### config.mk
export PLATFORM = sky130hd
export DESIGN_NAME = coh_rd_tracker
export DESIGN_NICKNAME = d
export VERILOG_FILES = /design/src/rtl/coh_trk_pkg.sv /design/src/rtl/trk_match.sv /design/src/rtl/trk_phase_fsm.sv /design/src/rtl/trk_err_flags.sv /design/src/rtl/coh_rd_tracker.sv
export SDC_FILE = /design/constraint.sdc
export NUM_CORES = 1
export LEC_CHECK = 0
export BUFFER_PORTS_ARGS = -buffer_cell sky130_fd_sc_hd__buf_4
export CORE_MARGIN = 2
export CORE_UTILIZATION = 45
export DETAILED_ROUTE_END_ITERATION = 10
export PLACE_DENSITY = 0.8
export SYNTH_ARGS = -nofsm -noshare
export SYNTH_HDL_FRONTEND = slang
export SYNTH_HIERARCHICAL = 1
export SYNTH_SLANG_ARGS = --single-unit
### constraint.sdc
create_clock -name clk -period 2.9 [get_ports clk]
set_clock_uncertainty 0.15 [all_clocks]
set_input_delay 0.87 -clock clk [delete_from_list [all_inputs] [get_ports clk]]
set_output_delay 0.87 -clock clk [all_outputs]
set_load 0.01 [all_outputs]
### src/rtl/coh_trk_pkg.sv
package coh_trk_pkg;

    typedef enum logic [2:0] {
        PH_IDLE      = 3'd0,
        PH_WAIT_FWD  = 3'd1,
        PH_WAIT_FILL = 3'd2,
        PH_WAIT_DATA = 3'd3,
        PH_WAIT_ACK  = 3'd4
    } phase_e;

    // Per-cycle match flags: each is an event that refers to the open transaction.
    typedef struct packed {
        logic clreq;
        logic fwd;
        logic fill;
        logic dat;
        logic ack;
    } hit_t;

    typedef struct packed {
        logic overlap;
        logic order;
        logic proto;
    } err_t;

    function automatic phase_e phase_after(phase_e p);
        case (p)
            PH_IDLE:      phase_after = PH_WAIT_FWD;
            PH_WAIT_FWD:  phase_after = PH_WAIT_FILL;
            PH_WAIT_FILL: phase_after = PH_WAIT_DATA;
            PH_WAIT_DATA: phase_after = PH_WAIT_ACK;
            default:      phase_after = PH_IDLE;
        endcase
    endfunction

endpackage

### src/rtl/trk_match.sv
module trk_match
    import coh_trk_pkg::*;
#(
    parameter int TAG_W = 26,
    parameter int ID_W  = 4
) (
    input  logic             open_q,
    input  logic [TAG_W-1:0] cap_tag,
    input  logic [ID_W-1:0]  cap_id,
    input  logic             cl_req_vld,
    input  logic [TAG_W-1:0] cl_req_tag,
    input  logic             fwd_vld,
    input  logic [TAG_W-1:0] fwd_tag,
    input  logic             fill_vld,
    input  logic [TAG_W-1:0] fill_tag,
    input  logic             dat_vld,
    input  logic [ID_W-1:0]  dat_id,
    input  logic             ack_vld,
    input  logic [ID_W-1:0]  ack_id,
    output hit_t             hits
);
    always_comb begin
        hits.clreq = open_q && cl_req_vld && (cl_req_tag == cap_tag);
        hits.fwd   = open_q && fwd_vld    && (fwd_tag    == cap_tag);
        hits.fill  = open_q && fill_vld   && (fill_tag   == cap_tag);
        hits.dat   = open_q && dat_vld    && (dat_id     == cap_id);
        hits.ack   = open_q && ack_vld    && (ack_id     == cap_id);
    end
endmodule

### src/rtl/trk_phase_fsm.sv
module trk_phase_fsm
    import coh_trk_pkg::*;
#(
    parameter int TAG_W = 26,
    parameter int ID_W  = 4
) (
    input  logic             clk,
    input  logic             rst,
    input  logic             cl_req_vld,
    input  logic [TAG_W-1:0] cl_req_tag,
    input  logic [ID_W-1:0]  cl_req_id,
    input  hit_t             hits,
    input  logic             dat_last,
    output phase_e           phase_q,
    output logic [TAG_W-1:0] cap_tag,
    output logic [ID_W-1:0]  cap_id
);
    logic advance;

    always_comb begin
        case (phase_q)
            PH_IDLE:      advance = cl_req_vld;
            PH_WAIT_FWD:  advance = hits.fwd;
            PH_WAIT_FILL: advance = hits.fill;
            PH_WAIT_DATA: advance = hits.dat && dat_last;
            PH_WAIT_ACK:  advance = hits.ack;
            default:      advance = 1'b1;
        endcase
    end

    always_ff @(posedge clk) begin
        if (rst) begin
            phase_q <= PH_IDLE;
            cap_tag <= '0;
            cap_id  <= '0;
        end else begin
            if (advance) begin
                phase_q <= phase_after(phase_q);
            end
            if ((phase_q == PH_IDLE) && cl_req_vld) begin
                cap_tag <= cl_req_tag;
                cap_id  <= cl_req_id;
            end
        end
    end
endmodule

### src/rtl/trk_err_flags.sv
module trk_err_flags
    import coh_trk_pkg::*;
(
    input  logic   clk,
    input  logic   rst,
    input  phase_e phase_q,
    input  hit_t   hits,
    output err_t   err_q
);
    err_t set_now;

    always_comb begin
        set_now.overlap = hits.clreq;
        set_now.order   = hits.dat && ((phase_q == PH_WAIT_FWD) || (phase_q == PH_WAIT_FILL));
        set_now.proto   = (hits.fwd  && (phase_q != PH_WAIT_FWD))
                        | (hits.fill && (phase_q != PH_WAIT_FILL))
                        | (hits.ack  && (phase_q != PH_WAIT_ACK))
                        | (hits.dat  && (phase_q == PH_WAIT_ACK));
    end

    always_ff @(posedge clk) begin
        if (rst) begin
            err_q <= '0;
        end else begin
            err_q <= err_q | set_now;
        end
    end
endmodule

### src/rtl/coh_rd_tracker.sv
module coh_rd_tracker
    import coh_trk_pkg::*;
#(
    parameter int ADDR_W   = 32,
    parameter int ID_W     = 4,
    parameter int LINE_OFS = 6
) (
    input  logic              clk,
    input  logic              rst,
    input  logic              cl_req_vld,
    input  logic [ADDR_W-1:0] cl_req_addr,
    input  logic [ID_W-1:0]   cl_req_id,
    input  logic              fwd_req_vld,
    input  logic [ADDR_W-1:0] fwd_req_addr,
    input  logic              fill_rsp_vld,
    input  logic [ADDR_W-1:0] fill_rsp_addr,
    input  logic              rd_dat_vld,
    input  logic [ID_W-1:0]   rd_dat_id,
    input  logic              rd_dat_last,
    input  logic              rd_ack_vld,
    input  logic [ID_W-1:0]   rd_ack_id,
    output logic [2:0]        phase,
    output logic              busy,
    output logic              err_overlap,
    output logic              err_order,
    output logic              err_proto
);
    localparam int TAG_W = ADDR_W - LINE_OFS;

    phase_e           phase_q;
    logic [TAG_W-1:0] cap_tag;
    logic [ID_W-1:0]  cap_id;
    hit_t             hits;
    err_t             err_q;
    logic             open_q;

    // Offset bits inside a line never take part in matching.
    logic unused_offsets;
    assign unused_offsets = ^{cl_req_addr[LINE_OFS-1:0],
                              fwd_req_addr[LINE_OFS-1:0],
                              fill_rsp_addr[LINE_OFS-1:0]};

    assign open_q = (phase_q != PH_IDLE);

    trk_match #(.TAG_W(TAG_W), .ID_W(ID_W)) u_match (
        .open_q     (open_q),
        .cap_tag    (cap_tag),
        .cap_id     (cap_id),
        .cl_req_vld (cl_req_vld),
        .cl_req_tag (cl_req_addr[ADDR_W-1:LINE_OFS]),
        .fwd_vld    (fwd_req_vld),
        .fwd_tag    (fwd_req_addr[ADDR_W-1:LINE_OFS]),
        .fill_vld   (fill_rsp_vld),
        .fill_tag   (fill_rsp_addr[ADDR_W-1:LINE_OFS]),
        .dat_vld    (rd_dat_vld),
        .dat_id     (rd_dat_id),
        .ack_vld    (rd_ack_vld),
        .ack_id     (rd_ack_id),
        .hits       (hits)
    );

    trk_phase_fsm #(.TAG_W(TAG_W), .ID_W(ID_W)) u_fsm (
        .clk        (clk),
        .rst        (rst),
        .cl_req_vld (cl_req_vld),
        .cl_req_tag (cl_req_addr[ADDR_W-1:LINE_OFS]),
        .cl_req_id  (cl_req_id),
        .hits       (hits),
        .dat_last   (rd_dat_last),
        .phase_q    (phase_q),
        .cap_tag    (cap_tag),
        .cap_id     (cap_id)
    );

    trk_err_flags u_err (
        .clk     (clk),
        .rst     (rst),
        .phase_q (phase_q),
        .hits    (hits),
        .err_q   (err_q)
    );

    assign phase       = phase_q;
    assign busy        = open_q;
    assign err_overlap = err_q.overlap;
    assign err_order   = err_q.order;
    assign err_proto   = err_q.proto;
endmodule

After elaboration in Yosys (flattened, before gate mapping). Index checks and enable logic that the tools add are counted.

Register bits: 36. Input port bits: 116. Output and inout bits: 7.

Equality and inequality tests: 12. Multiplexer cells: 2. Bitwise gates (word level): 4. Reductions and logical operators: 20.

Operators by type and width (count): $eq A26 B26 Y1 (3); $logic_and A1 B1 Y1 (17); $pmux W3 S4 (1); $eq A4 B4 Y1 (2); $eq A3 B2 Y1 const B (2); $pmux W1 S5 (1); $eq A3 B1 Y1 const B (1); $eq A3 B3 Y1 const B (1); $logic_not A3 Y1 (1); $ne A3 B1 Y1 const B (1); $ne A3 B2 Y1 const B (1); $ne A3 B3 Y1 const B (1); $or A1 B1 Y1 (3); $or A3 B3 Y3 (1); $reduce_bool A3 Y1 (1); $logic_or A1 B1 Y1 (1).

Logic depth before layout (Yosys ltp). Gate-level depths: netlist of run 1.

Word-level depth: 8. Gate-level depth with buffers: 8. Mapped depth without buffers: 8.

Hierarchy. The synthesis of run 1 kept the hierarchy.

Modules (own cells, without submodules): trk_phase_fsm (times used 1, cells each 147, area each 1208.7 um^2, seq. area each 660.6 um^2); trk_match (times used 1, cells each 120, area each 964.7 um^2, seq. area each 0.0 um^2); trk_err_flags (times used 1, cells each 19, area each 152.6 um^2, seq. area each 60.1 um^2); coh_rd_tracker (times used 1, cells each 1, area each 6.3 um^2, seq. area each 0.0 um^2).

Least setup slack after synthesis of run 1. No wires, ideal clock.

Path kind: input port to flip-flop. Start: in fill_rsp_addr[31]. End: reg u_fsm.phase_q[0]. Library setup time: 0.114 ns. Arrival: 2.217 ns. Required time: 2.636 ns. Path slack: 0.418 ns. Cell stages on the path: 6. Buffers on the path: 0. Cells stage by stage: xor2_1 > nor4_1 > nand4_1 > nor4_2 > mux2i_1 > a2111oi_0.

RTL lines: start, declared (line coh_rd_tracker.sv:16) `input logic [ADDR_W-1:0] fill_rsp_addr,`; end signal, assigned (line trk_phase_fsm.sv:38) `phase_q <= phase_after(phase_q);`; end, declared (line trk_phase_fsm.sv:14) `output phase_e phase_q,`.

==> results.py, run 1 <==
metrics = {
    "synth": {
        "ys_seq_elements": 36,
        "yosysSeqAreaShare": 0.309,
        "syn-cell-area_sq_mm": 0.00233,
        "synth_cell_types": 29,
        "syn_avg_cell_area_sq_um": 8.13,
        "synthCells": 287,
        "synth_nets": 403,
        "yosys_warnings": 6,
    },
    "power_and_ir_drop": {
        "switching_share": 0.286,
        "p_leak_nw": 1.44,
        "p_int_uw": 884,
        "pwr_density_cell_mw_per_mm2": 380,
        "p_switching_uw": 354,
        "power_frac_clock": 0.305,
        "seqPwrFrac": 0.451,
        "vdd_drop_max_mv": 0.244,
        "p_comb_frac": 0.244,
        "p_total_mw": 1.24,
    },
    "critical_path": {
        "critPathLaunchType": "input port",
        "reg2reg_to": "u_fsm/phase_q[0]",
        "cpLargestDelayFamily": "simple AND/OR/NAND/NOR gates",
        "cp.required_ps": 2920,
        "worstSetupPathType": "input port to register",
        "cp.arrival_ps": 2670,
        "path_buf_inv": 1,
        "cp_max_fo": 4,
        "cp-end-kind": "register",
        "slowest_delay_ps": 450,
        "r2r_setup_slack_ps": 470,
        "r2r_cells": 5,
        "slowest_stage": "nor4_2",
        "path_cells": "buf_4 -> xor2_1 -> nor4_1 -> nand4_1 -> nor4_2 -> mux2i_1 -> a2111oi_0",
        "r2r-start": "u_fsm/phase_q[1]",
    },
    "placed_design": {
        "place.port_buffers": 104,
        "place_inst": 454,
        "post_dp_cell_area_sq_mm": 0.00317,
        "place_ws_ps": -0.693,
        "dp_hpwl_mm": 5.23,
        "routabilityCongestion": 0.928,
    },
    "timing": {
        "slew_viol_final": 0,
        "min_period_ps": 2650,
        "fin_ws_ps": 251,
        "worst_pin_slew_ps": 492,
        "slew_headroom": 0.671,
        "setup_violations": 0,
        "hold_viol_final": 0,
        "hold_ws_ps": 323,
        "tns_ps": 0,
        "rsz0062_at_grt": "no",
        "final.period_utilization": 0.913,
        "fmax_ghz": 0.378,
    },
    "routing": {
        "vias_per_cell": 5.03,
        "drt_wl_total_mm": 6.80,
        "vias": 2324,
        "drt_pass1_iterations": 4,
        "drtIter0Drc": 50,
        "avgRoutedWirePerCell_microns": 14.7,
        "ant_nets": 0,
        "drc_errors": 0,
    },
    "layout": {
        "final_area_sq_mm": 0.00326,
        "layout_commonest_cell": "buf_4",
        "insertedDiodeCount": 0,
        "final_cell_mix": "buf_4, xor2_1, nand2_1",
        "drive_above_1_share": 0.301,
        "areaGrowthSynthToFinish_pct": 39.7,
        "layout.cells.non_filler": 462,
        "layout.nets": 507,
        "final_core_util": 0.646,
        "fillCellCount": 455,
    },
    "grt": {
        "grt_pass1_vias": 2310,
        "grt_antenna_before_repair": 0,
        "grt_max_degree": 37,
        "grt_usage": 0.237,
        "grt_pass1_wl_mm": 10.8,
        "grt_overflow": 0,
    },
    "floorplanning": {
        "dieHeight_microns": 76.0,
        "core_sq_mm": 0.00504,
        "die_area_sq_mm": 0.00577,
        "fp.dieW_microns": 76.0,
        "ios": 123,
        "initial_core_util": 0.463,
        "rows": 26,
    },
    "job": {
        "drv_cap": 0,
    },
    "clocking": {
        "clock_sinks": 36,
        "cts_hold_buffers": 0,
        "post_cts_buffers": 0,
        "clk_latency_ps": 300,
        "clk_pin_slew_worst_paths_ps": 70,
        "post_cts_resized": 0,
        "cts-root-buf": "clkbuf_8",
        "htreeDepth": 2,
        "clk_path_buf_depth": 2,
        "cts_tree": "done",
        "cts_buffers": 5,
    },
    "min_path": {
        "hp-start": "u_err/err_q[1]",
        "hold_path_depth": 2,
        "holdCritPathClass": "register to register",
        "holdPathEnd": "u_err/err_q[1]",
    },
    "outcome": {
        "outcome": "finished clean",
    },
}
==> state kept, by name, indices dropped and copies added (netlist names) <==
signal         cells
u_fsm/cap_tag     26
u_fsm/phase_q      3
u_err/err_q        3
u_fsm/cap_id       4
==> worst min-delay path: stages, from the launching register on <==
cell and delay, ps:
dfxtp_1 330, a31oi_1 40, nor2_1 70
==> power by group through the flow <==
stage,logic [mW],clock network [mW],registers [mW]
global placement,0.296,0,0.568
finish,0.302,0.378,0.558
floorplan,0.154,0,0.560
detailed placement,0.302,0,0.570
global route,0.333,0.399,0.562
CTS,0.303,0.385,0.558
==> synth_stat cells, drive strengths merged <==
library cell,n,share of area
nor3,1,0.0021
nand4,9,0.024
nand2,60,0.097
nor3b,2,0.0086
or4b,2,0.010
a31o,1,0.0038
clkbuf,4,0.0064
a21oi,33,0.071
o31a,1,0.0038
xnor2,26,0.098
nor4,17,0.051
xor2,61,0.23
inv,3,0.0048
nor4b,1,0.0064
o22ai,1,0.0027
dfxtp,36,0.31
buf,6,0.021
mux2i,1,0.0043
or3,1,0.0027
a31oi,2,0.0054
a2111oi,1,0.0038
nand3,7,0.015
a2bb2oi,1,0.0038
nand2b,1,0.0027
nor2,9,0.014
==> worst max-delay path by stage <==
stage                       from               end  slack, ps  cells after the start
5_1_grt        fill_rsp_addr[19]  u_fsm/phase_q[0]         70                      7
3_5_place_dp   fill_rsp_addr[19]  u_fsm/phase_q[0]       -0.7                      7
2_1_floorplan  fill_rsp_addr[31]  u_fsm/phase_q[0]        420                      6
3_3_place_gp    fwd_req_addr[23]    u_err/err_q[0]         50                     10
6_report       fill_rsp_addr[19]  u_fsm/phase_q[0]        250                      7
4_1_cts        fill_rsp_addr[19]  u_fsm/phase_q[0]        300                      7
==> metal layers <==
metal  track usage  routed length (microns)  up-vias
met3        0.0486                      345       17
li1              -                        -     1176
met5             0                        0        -
met1         0.296                     2910     1048
met4         0.105                      206        0
met2         0.397                     3340       83
==> cell families (layout without fill, tap and decap cells) <==
family / after synthesis / after routing / share of synthesized area
and+or+nand+nor: 110 / 110 / 0.234
xor gates and xnor gates: 87 / 87 / 0.327
AOI/OAI and AO/OA: 40 / 40 / 0.0939
DFF: 36 / 36 / 0.309
buffers and inverters: 13 / 118 / 0.0322
muxes: 1 / 1 / 0.00429
==> layout make-up <==
class | instances | area, sq um | area share
multi-input combinational | 238 | 1550 | 0.474
timing repair buffer | 107 | 803 | 0.247
sequential | 36 | 721 | 0.221
clock buffer | 8 | 90.1 | 0.0276
tap | 70 | 87.6 | 0.0269
inverter | 3 | 11.3 | 0.00346
Note: power is estimated with default switching activity, not from simulation.
==> inputs of run 2 (changes only) <==
Settings changed: CORE_UTILIZATION 45 to 49, PLACE_DENSITY 0.8 to 0.86.
Clock period 2.9 ns to 3.3 ns, I/O delays scaled along.
==> run 2 against run 1 <==
  * Total power is 13% lower
  * Clock-buffer cell count stayed put
  * Global-route usage is 2.8 points higher
  * Largest cell class unchanged
  * Clock power is 14% lower
==> results.py, run 2 (same netlist as run 1, synthesis figures left out) <==
metrics = {
    "critical_path": {
        "slowest_stage": "nor4_2",
        "cp.required_ps": 3330,
        "critPathLaunchType": "input port",
        "slowest_delay_ps": 490,
        "cp-end-kind": "register",
        "r2r-start": "u_fsm/cap_tag[2]",
        "startpoint": "fill_rsp_addr[31]",
        "reg2reg_to": "u_fsm/phase_q[0]",
        "cp_max_fo": 4,
        "r2r_cells": 6,
        "cp.arrival_ps": 2820,
        "r2r_setup_slack_ps": 910,
        "critPathCapture": "u_fsm/phase_q[0]",
        "path_cells": "buf_4 -> xor2_1 -> nor4_1 -> nand4_1 -> nor4_2 -> mux2i_1 -> a2111oi_0",
        "worstSetupPathType": "input port to register",
    },
    "clocking": {
        "cts_tree": "done",
        "post_cts_buffers": 0,
        "cts_hold_buffers": 0,
        "clock_sinks": 36,
        "cts_buffers": 5,
        "clk_latency_ps": 290,
        "clk_pin_slew_worst_paths_ps": 70,
        "htreeDepth": 2,
        "clk_path_buf_depth": 2,
        "post_cts_resized": 0,
        "cts-root-buf": "clkbuf_8",
    },
    "routing": {
        "vias_per_cell": 5.41,
        "vias": 2408,
        "avgRoutedWirePerCell_microns": 15.6,
        "drc_errors": 0,
        "drtIter0Drc": 125,
        "ant_nets": 0,
        "drt_pass1_iterations": 4,
        "drt_wl_total_mm": 6.94,
    },
    "placed_design": {
        "routabilityCongestion": 0.906,
        "place.port_buffers": 104,
        "dp_hpwl_mm": 5.31,
        "post_dp_cell_area_sq_mm": 0.00314,
        "place_ws_ps": 298,
    },
    "timing": {
        "worst_pin_slew_ps": 503,
        "final.period_utilization": 0.846,
        "fin_ws_ps": 509,
        "setup_violations": 0,
        "rsz0062_at_grt": "no",
        "min_period_ps": 2790,
        "slew_headroom": 0.664,
        "hold_viol_final": 0,
        "fmax_ghz": 0.358,
        "slew_viol_final": 0,
        "tns_ps": 0,
    },
    "layout": {
        "largestRegisters": "u_fsm/cap_tag (26), u_fsm/cap_id (4)",
        "layout.nets": 506,
        "areaGrowthSynthToFinish_pct": 38.5,
        "fillCellCount": 384,
        "top_register": "u_fsm/cap_tag",
        "largest_register_ffs": 26,
        "final_cell_mix": "buf_4, xor2_1, nand2_1",
        "layout_commonest_cell": "buf_4",
        "insertedDiodeCount": 0,
        "final_area_sq_mm": 0.00323,
        "drive_above_1_share": 0.299,
    },
    "floorplanning": {
        "rows": 25,
        "initial_core_util": 0.500,
        "dieHeight_microns": 73.0,
        "ios": 123,
        "core_sq_mm": 0.00466,
        "die_area_sq_mm": 0.00533,
        "fp.dieW_microns": 73.0,
    },
    "power_and_ir_drop": {
        "vdd_drop_max_mv": 0.178,
        "p_leak_nw": 1.44,
        "pwr_density_cell_mw_per_mm2": 335,
    },
    "grt": {
        "grt_max_degree": 37,
        "grt_antenna_before_repair": 0,
        "grt_usage": 0.265,
        "grt_pass1_vias": 2315,
        "grt_overflow": 0,
        "grt_pass1_wl_mm": 10.7,
    },
    "min_path": {
        "holdCritPathClass": "register to register",
        "hold_path_depth": 2,
    },
    "job": {
        "drv_cap": 0,
    },
    "outcome": {
        "outcome": "finished clean",
    },
}
-- run 2: per-layer routing --
metal | share of wire | global-route usage | vias to the layer above
met5 | 0 | 0 | -
met4 | 0.028 | 0.107 | 0
met3 | 0.052 | 0.0497 | 16
met2 | 0.52 | 0.469 | 84
met1 | 0.39 | 0.313 | 1131
li1 | - | - | 1177
-- run 2: layout make-up --
class,count,area [sq um],share of cell area
inverter,3,11.3,0.00349
clock buffer,8,90.1,0.0279
tap,54,67.6,0.0209
multi-input combinational,238,1550,0.478
timing repair buffer,106,796,0.246
sequential,36,721,0.223
-- run 2: power by group --
| group | switching [mW] | internal [mW] | leakage (nW) |
|---|---|---|---|
| clock | 0.153 | 0.170 | 0.0455 |
| combinational | 0.115 | 0.151 | 1.10 |
| sequential | 0.0352 | 0.456 | 0.295 |
| total | 0.304 | 0.777 | 1.44 |
-- run 2: how the worst min path moves through the flow --
stage	from	end	slack [ps]
after floorplan	u_fsm/cap_id[2]	u_fsm/cap_id[2]	320
after global placement	u_err/err_q[1]	u_err/err_q[1]	300
after detailed placement	u_err/err_q[1]	u_err/err_q[1]	320
after CTS	u_err/err_q[1]	u_err/err_q[1]	330
after global routing	u_err/err_q[1]	u_err/err_q[1]	370
final	u_err/err_q[1]	u_err/err_q[1]	330
-- run 2: critical path, delay by kind of cell --
kind / cells / cell delay (ps)
AND/OR/NAND/NOR: 3 / 1070
XOR/XNOR: 1 / 130
buffers and inverters: 1 / 110
multiplexers: 1 / 140
AO/OA/AOI/OAI: 1 / 380
-- run 2: through the flow --
stage,hold slack [ps],power [mW],utilization,cells
after floorplan,322,0.628,-,287
after global placement,304,0.755,0.674,437
after detailed placement,318,0.764,0.674,437
after CTS,335,1.08,0.693,445
after global routing,372,1.13,0.693,445
final,326,1.08,0.693,445
==> inputs of run 3 (changes only) <==
Settings changed: CORE_UTILIZATION 49 to 41, PLACE_DENSITY 0.86 to 0.77.
Clock period 3.3 ns to 2.5 ns, I/O delays scaled along.
==> run 3 against run 2 <==
  * Non-clock buffer count rose by 4
  * Clock power rose by 39%
  * Worst setup slack got worse by 380 ps
  * Design area rose by 1.9%
  * Sequential power rose by 31%
  * Combinational power rose by 34%
  * Total power rose by 34%
==> results.py, run 3 (same netlist as run 1, synthesis figures left out) <==
metrics = {
    "placed_design": {
        "place_inst": 459,
        "routabilityCongestion": 0.913,
        "place_ws_ps": -142,
        "dp_hpwl_mm": 5.47,
        "place.port_buffers": 104,
    },
    "layout": {
        "drive_above_1_share": 0.310,
        "areaGrowthSynthToFinish_pct": 41.1,
        "layout.cells.non_filler": 466,
        "largestRegisters": "u_fsm/cap_tag (26), u_fsm/cap_id (4)",
        "final_core_util": 0.598,
        "layout_commonest_cell": "buf_4",
        "largest_register_ffs": 26,
        "multi_input_area_sq_mm": 0.00155,
        "fillCellCount": 526,
        "layout.nets": 510,
        "top_register": "u_fsm/cap_tag",
        "seq_area_sq_um": 721,
        "final_cell_mix": "buf_4, xor2_1, nand2_1",
        "insertedDiodeCount": 0,
    },
    "critical_path": {
        "cp.arrival_ps": 2400,
        "cp.required_ps": 2530,
        "slowest_delay_ps": 360,
        "slowest_stage": "a2111oi_1",
        "cp_max_fo": 4,
        "crit_top_cell": "buf_4",
        "cp-end-kind": "register",
        "path_cells": "buf_4 -> xor2_1 -> nor4_1 -> nand4_1 -> nor4_2 -> buf_4 -> mux2i_1 -> a2111oi_1",
        "critPathLaunchType": "input port",
        "worstSetupPathType": "input port to register",
    },
    "power_and_ir_drop": {
        "p_comb_frac": 0.246,
        "seqPwrFrac": 0.444,
        "vdd_drop_max_mv": 0.253,
        "p_leak_nw": 1.46,
        "p_int_mw": 1.05,
        "power_frac_clock": 0.310,
        "p_switching_uw": 403,
        "pwr_density_cell_mw_per_mm2": 441,
        "switching_share": 0.278,
    },
    "timing": {
        "min_period_ps": 2370,
        "slew_headroom": 0.702,
        "final.period_utilization": 0.947,
        "setup_violations": 0,
        "slew_viol_final": 0,
        "rsz0062_at_grt": "no",
        "fmax_ghz": 0.422,
        "hold_viol_final": 0,
        "fin_ws_ps": 131,
        "worst_pin_slew_ps": 442,
    },
    "clocking": {
        "cts_hold_buffers": 0,
        "clk_latency_ps": 290,
        "cts_tree": "done",
        "htreeDepth": 2,
        "cts_buffers": 5,
        "clk_path_buf_depth": 2,
        "clk_pin_slew_worst_paths_ps": 70,
        "clock_sinks": 36,
        "cts-root-buf": "clkbuf_8",
        "post_cts_buffers": 0,
    },
    "grt": {
        "grt_pass1_wl_mm": 10.8,
        "grt_max_degree": 37,
        "grt_usage": 0.224,
        "grt_pass1_vias": 2319,
        "grt_overflow": 0,
        "grt_antenna_before_repair": 0,
    },
    "min_path": {
        "holdCritPathClass": "register to register",
    },
    "routing": {
        "drc_errors": 0,
        "drt_pass1_iterations": 4,
        "vias_per_cell": 5.08,
        "ant_nets": 0,
        "vias": 2365,
        "drt_wl_total_mm": 6.96,
        "avgRoutedWirePerCell_microns": 14.9,
        "drtIter0Drc": 115,
    },
    "floorplanning": {
        "die_area_sq_mm": 0.00631,
        "ios": 123,
        "core_sq_mm": 0.00551,
        "rows": 27,
        "fp.dieW_microns": 79.4,
        "dieHeight_microns": 79.4,
        "initial_core_util": 0.424,
    },
    "job": {
        "drv_cap": 0,
    },
    "outcome": {
        "outcome": "finished clean",
    },
}
run 3: cell type report:
cell class / count / area share
clock buffers: 7 / 0.0293
well taps: 72 / 0.0274
multi-input cells: 238 / 0.470
flip-flops and latches: 36 / 0.219
repair buffers: 110 / 0.251
inverters: 3 / 0.00342
run 3: final timing paths:
path	from	endpoint	slack [ps]	cells after the start
setup / recovery	fill_rsp_addr[15]	u_fsm/phase_q[0]	130	8
hold / removal	u_err/err_q[1]	u_err/err_q[1]	320	2
setup reg to reg	u_fsm/cap_tag[9]	u_fsm/phase_q[0]	300	7
hold reg to reg	u_err/err_q[1]	u_err/err_q[1]	320	2
run 3: per-stage QoR:
step / hold slack (ps) / instance area, sq um / setup TNS, ps / power (mW)
after floorplan: 322 / 2330 / 0 / 0.829
after detailed placement: 315 / 3190 / -261 / 1.01
after global routing: 334 / 3290 / 0 / 1.52
after global placement: 299 / 3190 / -286 / 1.00
final: 323 / 3290 / 0 / 1.45
after CTS: 328 / 3290 / 0 / 1.46
run 3: metal layers:
metal / wire length, microns / GRT usage / up-vias
li1: - / - / 1185
met1: 2950 / 0.274 / 1091
met2: 3550 / 0.392 / 73
met3: 283 / 0.0283 / 16
met4: 181 / 0.0966 / 0
met5: 0 / 0 / -
run 3: repair_timing:
action / 4_1_cts / 5_1_grt
endpoints found under the setup margin: 0 / 1
hold endpoints to repair: 0 / 0
gates resized for setup: 0 / 1
run 3: worst max-delay path: cells and delay by family:
family / cells / cell delay (ps)
compound gates: 1 / 360
xor+xnor: 1 / 130
buf+inv: 2 / 270
mux: 1 / 70
simple gates: 3 / 800
run 3: power groups by stage:
stage,combinational [mW],sequential [mW],clock [mW]
CTS,0.357,0.644,0.460
global route,0.391,0.649,0.484
detailed placement,0.354,0.657,0
floorplan,0.179,0.650,0
global placement,0.347,0.655,0
finish,0.357,0.644,0.450
